<file path="src/rtl/fscr_pkg.sv">
`timescale 1ns/1ps
package fscr_pkg;
  localparam int unsigned KS_LEN = 7;
  localparam int unsigned KS_TAP = 6;
  localparam int unsigned RST_STAGES = 2;

  typedef enum logic {
    MODE_SCRAMBLE = 1'b0,
    MODE_PASS     = 1'b1
  } bit_mode_e;
endpackage

</file>
<file path="src/rtl/fscr_rst_sync.sv">
`timescale 1ns/1ps
module fscr_rst_sync #(
  parameter int unsigned STAGES = 2
) (
  input  logic clk,
  input  logic rst_n,
  output logic rst_s
);
  logic [STAGES-1:0] chain_q;
  logic [STAGES-1:0] chain_d;

  generate
    if (STAGES == 1) begin : g_one
      always_comb chain_d = 1'b1;
    end else begin : g_many
      always_comb chain_d = {chain_q[STAGES-2:0], 1'b1};
    end
  endgenerate

  always_ff @(posedge clk or negedge rst_n) begin
    if (!rst_n) chain_q <= '0;
    else        chain_q <= chain_d;
  end

  assign rst_s = chain_q[STAGES-1];
endmodule

</file>
<file path="src/rtl/fscr_keystream.sv">
`timescale 1ns/1ps
module fscr_keystream #(
  parameter int unsigned LEN = 7,
  parameter int unsigned TAP = 6
) (
  input  logic           clk,
  input  logic           rst_n,
  input  logic           frame_start,
  input  logic           hold,
  output logic           ks_bit,
  output logic [LEN-1:0] state,
  output logic           restart_pend
);
  localparam logic [LEN-1:0] SEED = '1;

  logic [LEN-1:0] state_d;
  logic [LEN-1:0] eff;
  logic           pend_d;
  logic           restart;
  logic           fb;

  // A restart pending or requested this bit selects the seed.
  always_comb begin
    restart = frame_start | restart_pend;
    eff     = restart ? SEED : state;
    ks_bit  = eff[LEN-1];
    fb      = eff[LEN-1] ^ eff[TAP-1];
  end

  // Next state, with the clock enable (not hold) written out.
  always_comb begin
    state_d = state;
    pend_d  = restart_pend | frame_start;
    if (!hold) begin
      state_d = {eff[LEN-2:0], fb};
      pend_d  = 1'b0;
    end
  end

  always_ff @(posedge clk or negedge rst_n) begin
    if (!rst_n) begin
      state        <= SEED;
      restart_pend <= 1'b0;
    end else begin
      state        <= state_d;
      restart_pend <= pend_d;
    end
  end
endmodule

</file>
<file path="src/rtl/fscr_datapath.sv">
`timescale 1ns/1ps
module fscr_datapath
  import fscr_pkg::*;
(
  input  logic      clk,
  input  logic      rst_n,
  input  bit_mode_e mode,
  input  logic      din,
  input  logic      ks_bit,
  output logic      dout
);
  logic dout_d;

  always_comb begin
    unique case (mode)
      MODE_PASS:     dout_d = din;
      MODE_SCRAMBLE: dout_d = din ^ ks_bit;
      default:       dout_d = din;
    endcase
  end

  always_ff @(posedge clk or negedge rst_n) begin
    if (!rst_n) dout <= 1'b0;
    else        dout <= dout_d;
  end
endmodule

</file>
<file path="src/rtl/frame_scrambler.sv">
`timescale 1ns/1ps
module frame_scrambler
  import fscr_pkg::*;
(
  input  logic clk,
  input  logic rst_n,
  input  logic frame_start,
  input  logic bypass,
  input  logic din,
  output logic dout
);
  logic              rst_s;
  logic              ks_bit;
  logic [KS_LEN-1:0] ks_state;
  logic              reload_pend;
  bit_mode_e         mode;

  assign mode = bypass ? MODE_PASS : MODE_SCRAMBLE;

  fscr_rst_sync #(.STAGES(RST_STAGES)) u_rst (
    .clk   (clk),
    .rst_n (rst_n),
    .rst_s (rst_s)
  );

  fscr_keystream #(.LEN(KS_LEN), .TAP(KS_TAP)) u_ks (
    .clk          (clk),
    .rst_n        (rst_s),
    .frame_start  (frame_start),
    .hold         (bypass),
    .ks_bit       (ks_bit),
    .state        (ks_state),
    .restart_pend (reload_pend)
  );

  fscr_datapath u_dp (
    .clk    (clk),
    .rst_n  (rst_s),
    .mode   (mode),
    .din    (din),
    .ks_bit (ks_bit),
    .dout   (dout)
  );
endmodule

</file>
<file path="config.mk">
export PLATFORM = sky130hd
export DESIGN_NAME = frame_scrambler
export DESIGN_NICKNAME = d
export VERILOG_FILES = /design/src/rtl/fscr_pkg.sv /design/src/rtl/fscr_rst_sync.sv /design/src/rtl/fscr_keystream.sv /design/src/rtl/fscr_datapath.sv /design/src/rtl/frame_scrambler.sv
export SDC_FILE = /design/constraint.sdc
export NUM_CORES = 1
export LEC_CHECK = 0
export ABC_AREA = 1
export BUFFER_PORTS_ARGS = -buffer_cell sky130_fd_sc_hd__buf_4
export CORE_AREA = 2 2 39 41
export CTS_CLUSTER_DIAMETER = 60
export DETAILED_ROUTE_END_ITERATION = 6
export DIE_AREA = 0 0 41 43
export SYNTH_ARGS = -nofsm -noshare
export SYNTH_HDL_FRONTEND = slang
export SYNTH_SLANG_ARGS = --single-unit
</file>
<file path="constraint.sdc">
create_clock -name clk -period 1.04 [get_ports clk]
set_input_delay 0.208 -clock clk [delete_from_list [all_inputs] [get_ports clk]]
set_output_delay 0.208 -clock clk [all_outputs]
set_load 0.03 [all_outputs]
</file>
; ---- After elaboration in Yosys (flattened, before gate mapping)
; Cells that the tools add are included.
[op_classes]
muxes = 4
bitwise = 4
[ops]
columns = operator, count
row1 = $mux W7, 1
row2 = $mux W1, 2
row3 = $pmux W1 S2, 1
row4 = $xor A1 B1 Y1, 2
row5 = $not A1 Y1, 1
row6 = $or A1 B1 Y1, 1
[totals]
register_bits = 11
in_bits = 5
out_inout_bits = 1
wordCells = 12

; ---- Logic depth before layout (Yosys ltp)
; Gate-level depths: netlist of the first run.
[logic_depth]
ltp_word = 4
depth_mapped = 5
ltp_nobuf = 5

; ---- By module
; Synthesis of the first run repeated with hierarchy kept, for this count alone.
[unflattened]
cells_unflattened = 47
hier_area_um2 = 459.2
[by_module_without_submodules]
columns = module, n_inst, cells_per_inst, area_per_inst_um2, seq_area_each_um2
row1 = fscr_keystream, 1, 36, 352.8, 209.0
row2 = fscr_rst_sync, 1, 3, 53.8, 50.0
row3 = fscr_datapath, 1, 8, 52.6, 25.0

; ---- Worst setup path before layout of the first run
; Ideal clock, no wire load.
[synth_path]
path_type = register -> register
start = register u_ks.state[6]
end = register u_dp.dout
setup_ns = 0.117
t_arrival_ns = 0.749
t_required_ns = 0.923
slack_ns = 0.174
path_stages_with_launch = 6
path_buffers = 0
period_less_slack_ns = 0.866
path_cell_list = dfstp_2 -> inv_1 -> nand2_1 -> nand2_1 -> nand2_1 -> nand2_1
[synth_between]
elab_chain_cells = 3
[synth_rtl]
columns = item, line_no
row1 = from (decl), fscr_keystream.sv:11  ; output logic [LEN-1:0] state,
row2 = from (signal assigned), fscr_keystream.sv:45  ; state <= state_d;
row3 = $mux W7, fscr_keystream.sv:25  ; eff = restart ? SEED : state;
row4 = $xor A1 B1 Y1, fscr_datapath.sv:17  ; MODE_SCRAMBLE: dout_d = din ^ ks_bit;
row5 = $pmux W1 S2, fscr_datapath.sv:15  ; unique case (mode)
row6 = named net u_dp.dout_d, fscr_datapath.sv:12  ; logic dout_d;
row7 = to (signal assigned), fscr_datapath.sv:24  ; else dout <= dout_d;
row8 = to (decl), fscr_datapath.sv:10  ; output logic dout
; The timed path passes the listed nets, and every way through them passes these cells.
; A chain may end at the register's enable or synchronous reset.

; ---- Worst setup path in the final report of the first run
[layout_path]
start = register u_dp.dout
end = output dout
[layout_rtl]
columns = item, line_no
row1 = to (decl), frame_scrambler.sv:10  ; output logic dout
; No word-level cell between the ends.

==> results of run 1 <==
[area by class of cell]
type	count	share of cell area
Timing Repair Buffer	7	0.108
Multi-Input combinational cell	30	0.253
Sequential cell	11	0.523
Inverter	3	0.0300
Tap cell	16	0.0369
Clock buffer	4	0.0484
[registers in the layout, indices dropped and copies added, names as in the netlist]
register and cells:
u_dp.dout 1, u_rst.chain_q 2, u_ks.state 7, u_ks.restart_pend 1
[per-layer routing]
| layer | vias up | routed length (um) |
|---|---|---|
| met5 | - | 0 |
| met4 | 0 | 13 |
| met3 | 2 | 35 |
| met2 | 5 | 300 |
| met1 | 144 | 329 |
| li1 | 160 | - |
[cell usage after synthesis (all sizes together)]
cell / count
dfrtp: 4
conb: 1
nand3: 2
a21oi: 4
nand2: 8
a31oi: 1
inv: 2
dfstp: 7
nand3b: 1
clkinv: 1
buf: 1
a22oi: 1
nor2: 12
[through the flow]
step                 util  hold slack [ps]  area, um^2
finish              0.392              140         543
global route        0.392              136         543
CTS                 0.390              144         539
detailed placement  0.363            -8.54         503
floorplan               -            -87.6         445
global placement    0.363            -9.03         503
[repair_timing]
action,CTS,global route
buffers inserted,0,0
resized for setup,0,1
endpoints found under the setup margin,0,1
hold endpoints to repair,2,0
hold buffers,1,0
[worst paths after layout]
| kind | depth (start not counted) | to | slack (ps) | startpoint |
|---|---|---|---|---|
| worst min register to register | 0 | u_dp.dout$_DFF_PN0_ | 140 | u_rst.chain_q[1]$_DFF_PN0_ |
| worst min-delay path | 0 | u_dp.dout$_DFF_PN0_ | 140 | u_rst.chain_q[1]$_DFF_PN0_ |
| worst max register to register | 5 | u_dp.dout$_DFF_PN0_ | 140 | u_ks.state[6]$_DFFE_PN1N_ |
| worst max-delay path | 1 | dout | 60 | u_dp.dout$_DFF_PN0_ |
| min in group clk | 3 | u_dp.dout$_DFF_PN0_ | 150 | din |
| max in group asynchronous | 0 | u_ks.state[4]$_DFFE_PN1N_ | 600 | u_rst.chain_q[1]$_DFF_PN0_ |
[report_power, final]
part / switching [uW] / internal, uW / total [uW]
Clock: 129 / 148 / 277
Combinational: 38.6 / 33.9 / 72.6
Sequential: 14.9 / 455 / 469
Total: 182 / 636 / 819
[cell families (layout without fill, tap and decap cells)]
logic type	after synthesis	after routing	share of synthesized area
AO/OA/AOI/OAI	6	6	0.0759
AND/OR/NAND/NOR	23	23	0.225
buffers and inverters	4	14	0.0534
flip-flops	11	11	0.638
other	1	1	0.00842
[worst register-to-register path: stages, from the launching register on]
cell and delay (ps):
dfstp_2 540, inv_1 50, nand2_1 70, nand2_1 50
nand2_1 50, nand2_1 40
==> flow_summary_export.csv, run 1 <==
group,metric,value,unit
global_routing,grt_pass1_vias,291,
synth,yosys.area.top_type,"dfstp_2",
timing,fin_setup_tns,0,ps
global_routing,grt_pass1_wl,1.17,mm
timing,rsz0062_at_grt,"false",
timing,finalWorstSetupSlack,64.7,ps
final_layout,stdcell_count,71,
timing,max_freq,1030,MHz
global_routing,antenna_found_initial,0,
global_routing,use_met2,0.128,
timing,fin_worst_skew,3.17,ps
final_layout,final_nets,61,
timing,finalHoldViolCount,0,
critical_path,worst-path-buf-inv,1,
critical_path,critPathMaxStageDelay,370,ps
cts,clk_latency,260,ps
power,power_density,1510,nW/um^2
cts,numCtsBuffers,3,
synth,ys_types,14,
synth,ys_seq_area_frac,0.638,
global_routing,grt_use_met3,0.0628,
cts,clock_path_buffers,2,
floorplan,die_y,43,um
cts,clock-sinks,11,
placed_design,dp.cells,66,
route,dr_total_vias,311,
min_path,min_path_type,"flop to async pin",
cts,cts_tree,"done",
final_layout,syn2layout_area_growth,21.9,%
synth,syn_avg_cell_area,9.90,um^2
job,maxCapViolations,0,
cts,clockRootBuffer,"clkbuf_4",
synth,yosys-top-cells-area,"dfstp_2, dfrtp_1, nor2_1",
final_layout,seq_area,284,um^2
placed_design,hpwl,470,um
final_layout,fill_cells,140,
final_layout,layout_commonest_cell,"nor2_1",
critical_path,crit_type,"flop to primary output",
route,ant_nets,0,
global_routing,grt_use_total,0.107,
floorplan,start_util,0.322,
synth,netlist_instances,45,
floorplan,row_count,14,
route,via_per_inst,4.38,
critical_path,cp.arrival,770,ps
power,leakagePower,0.000255,uW
placed_design,port_buffers,5,
route,first_pass_iters,4,
floorplan,coreArea,1380,um^2
cts,cts.clk_slew.worst_paths,70,ps
cts,htreeDepth,1,
floorplan,die-width,41,um
final_layout,most-common-layout-cells,"nor2_1, nand2_1, dfstp_2, buf_4",
critical_path,worst_ep_required_time,830,ps
final_layout,multi_input_area,138,um^2
global_routing,grt_max_degree,11,
placed_design,dp_slack,137,ps
final_layout,antenna_cells,0,
synth,netlist_area,445,um^2
power,peakVddDrop,0.727,mV
critical_path,critPathLaunchType,"flop",
route,remaining_drc_errors,0,
timing,fin_crit,975,ps
synth,synth_nets,50,
synth,ys_warn_count,0,
route,drt-total-wl,679,um
placed_design,gp_congestion,0.666,
route,wl_per_cell,9.56,um
synth,ys_ff_latch,11,
global_routing,globalRoute.busiestLayer,"met1",
synth,synth_top_area_share,0.413,
critical_path,crit_fanout,1,
global_routing,overflow,0,
timing,min_period_over_period,0.938,
critical_path,path_cells,"buf_6",
floorplan,io_pins,6,
outcome,status,"completed",
critical_path,critPathTopFamily,"flip-flops",
global_routing,use_met1,0.133,
critical_path,end_kind,"primary output",
timing,slew_violations,0,
floorplan,fp.dieArea,1760,um^2
critical_path,critPathSlowestCell,"dfrtp_1",
power,power,819,uW
timing,finalSetupViolCount,0,
final_layout,drive_above_1_share,0.327,
route,drt-initial-drc-count,7,
Power figures use the tool's default switching activity.
==> run 2, diff against run 1 <==
--- a/config.mk
+++ b/config.mk
@@ -8,6 +8,7 @@
 export ABC_AREA = 1
 export BUFFER_PORTS_ARGS = -buffer_cell sky130_fd_sc_hd__buf_4
 export CORE_AREA = 2 2 39 41
+export CTS_BUF_LIST = sky130_fd_sc_hd__clkbuf_8
 export CTS_CLUSTER_DIAMETER = 60
 export DETAILED_ROUTE_END_ITERATION = 6
 export DIE_AREA = 0 0 41 43
==> run 2 against run 1 <==
  * Total power grew 15%
  * Sequential power is essentially flat
  * Clock power grew 44%
  * Cell count is the same
  * Combinational power shrank 3%
  * Global-route usage shrank 0.41 points
  * Clock skew shrank 1.8 ps
==> flow_summary_export.csv, run 2 (synthesis results as in run 1) <==
group,metric,value,unit
final_layout,top_regs,"u_ks.state x7, u_rst.chain_q x2",
power,p_switching,193,uW
final_layout,most-common-layout-cells,"nor2_1, nand2_1, dfstp_2, buf_4",
timing,fin_crit,952,ps
outcome,status,"completed",
timing,slew_violations,0,
critical_path,end_kind,"primary output",
cts,numCtsBuffers,3,
power,swShare,0.206,
timing,min_period_over_period,0.915,
power,p_int,745,uW
cts,clockRootBuffer,"clkbuf_8",
timing,fin_worst_skew,1.33,ps
job,maxCapViolations,0,
floorplan,die_y,43,um
floorplan,fp.dieArea,1760,um^2
placed_design,hpwl,470,um
floorplan,coreArea,1380,um^2
route,dr_total_vias,309,
critical_path,critPathTopFamily,"flip-flops",
final_layout,syn2layout_area_growth,25.3,%
final_layout,largest_reg_flops,7,
critical_path,path_cells,"buf_4",
min_path,min_path_type,"flop to async pin",
cts,clk_latency,230,ps
final_layout,top_register,"u_ks.state",
power,peakVddDrop,0.963,mV
floorplan,start_util,0.322,
timing,fin_setup_tns,0,ps
placed_design,port_buffers,5,
power,power,938,uW
floorplan,io_pins,6,
final_layout,layout_commonest_cell,"nor2_1",
route,wl_per_cell,9.34,um
power,leakagePower,0.000265,uW
route,remaining_drc_errors,0,
cts,clock-sinks,11,
critical_path,crit_fanout,1,
global_routing,overflow,0,
critical_path,critPathSlowestCell,"dfrtp_1",
power,power_density,1680,nW/um^2
critical_path,worst-path-buf-inv,1,
final_layout,antenna_cells,0,
timing,max_freq,1050,MHz
timing,finalSetupViolCount,0,
timing,finalWorstSetupSlack,88.3,ps
floorplan,row_count,14,
critical_path,cp.arrival,740,ps
placed_design,dp_slack,137,ps
cts,cts.clk_slew.worst_paths,50,ps
power,p_clk_frac,0.424,
route,via_per_inst,4.35,
placed_design,dp.cells,66,
route,ant_nets,0,
critical_path,worst_ep_required_time,830,ps
final_layout,fin_util,0.403,
power,pwr-share-comb,0.075,
cts,cts_tree,"done",
timing,finalHoldViolCount,0,
global_routing,grt_max_degree,11,
global_routing,antenna_found_initial,0,
critical_path,critPathLaunchType,"flop",
floorplan,die-width,41,um
final_layout,stdcell_count,71,
placed_design,gp_congestion,0.666,
route,drt-total-wl,663,um
timing,rsz0062_at_grt,"false",
critical_path,critPathMaxStageDelay,350,ps
final_layout,final_nets,61,
global_routing,grt_use_total,0.103,
route,first_pass_iters,4,
final_layout,drive_above_1_share,0.327,
power,seqPwrFrac,0.501,
cts,clock_path_buffers,2,
cts,post_cts_buffers,0,
route,drt-initial-drc-count,7,
cts,htreeDepth,1,
critical_path,crit_type,"flop to primary output",
global_routing,grt_pass1_wl,1.15,mm
global_routing,grt_pass1_vias,284,
-- run 2: cell count changes in the layout (fill, tap and decap cells not counted) --
cell / delta
clkbuf_1: -1
buf_6: -1
buf_4: +1
clkbuf_8: +3
clkbuf_4: -3
inv_1: +1
-- run 2: metrics by stage --
step,instance area (um^2),hold WS (ps)
after floorplan,445,-87.6
after global placement,503,-9.03
after detailed placement,503,-8.54
after CTS,558,162
after global routing,558,179
final,558,141
-- run 2: power by group through the flow --
stage / combinational (uW) / sequential (uW) / clock [uW]
after floorplan: 35.5 / 480 / 0
after global placement: 67.6 / 476 / 0
after detailed placement: 68.1 / 477 / 0
after CTS: 71.4 / 471 / 420
after global routing: 78.4 / 473 / 449
final: 70.7 / 470 / 398
-- run 2: path summary, 6_finish.rpt --
kind                                            startpoint                   endpoint  slack (ps)  cells after the start
worst max-delay path                   u_dp.dout$_DFF_PN0_                       dout          90                      1
worst min-delay path            u_rst.chain_q[1]$_DFF_PN0_        u_dp.dout$_DFF_PN0_         140                      0
worst max register to register   u_ks.state[6]$_DFFE_PN1N_        u_dp.dout$_DFF_PN0_         140                      5
worst min register to register  u_rst.chain_q[1]$_DFF_PN0_        u_dp.dout$_DFF_PN0_         140                      0
max in group asynchronous       u_rst.chain_q[1]$_DFF_PN0_  u_ks.state[4]$_DFFE_PN1N_         600                      0
min in group clk                                       din        u_dp.dout$_DFF_PN0_         180                      3
-- run 2: area by class of cell --
cell class,instances,area [um^2]
inverter,3,16.3
sequential,11,284
multi-input combinational,30,138
fill,135,826
clock buffer,3,41.3
tap,16,20.0
timing repair buffer,7,55.1
clock inverter,1,3.75
-- run 2: timing repair --
action,4_1_cts,5_1_grt
resized for setup,0,0
hold endpoints to repair,2,0
hold buffers,1,0
-- run 2: metal layers --
metal / vias up / part of all wire / global-route usage
li1: 160 / - / -
met1: 142 / 0.50 / 0.130
met2: 5 / 0.44 / 0.128
met3: 2 / 0.045 / 0.0471
met4: 0 / 0.012 / 0.0800
met5: - / 0 / 0
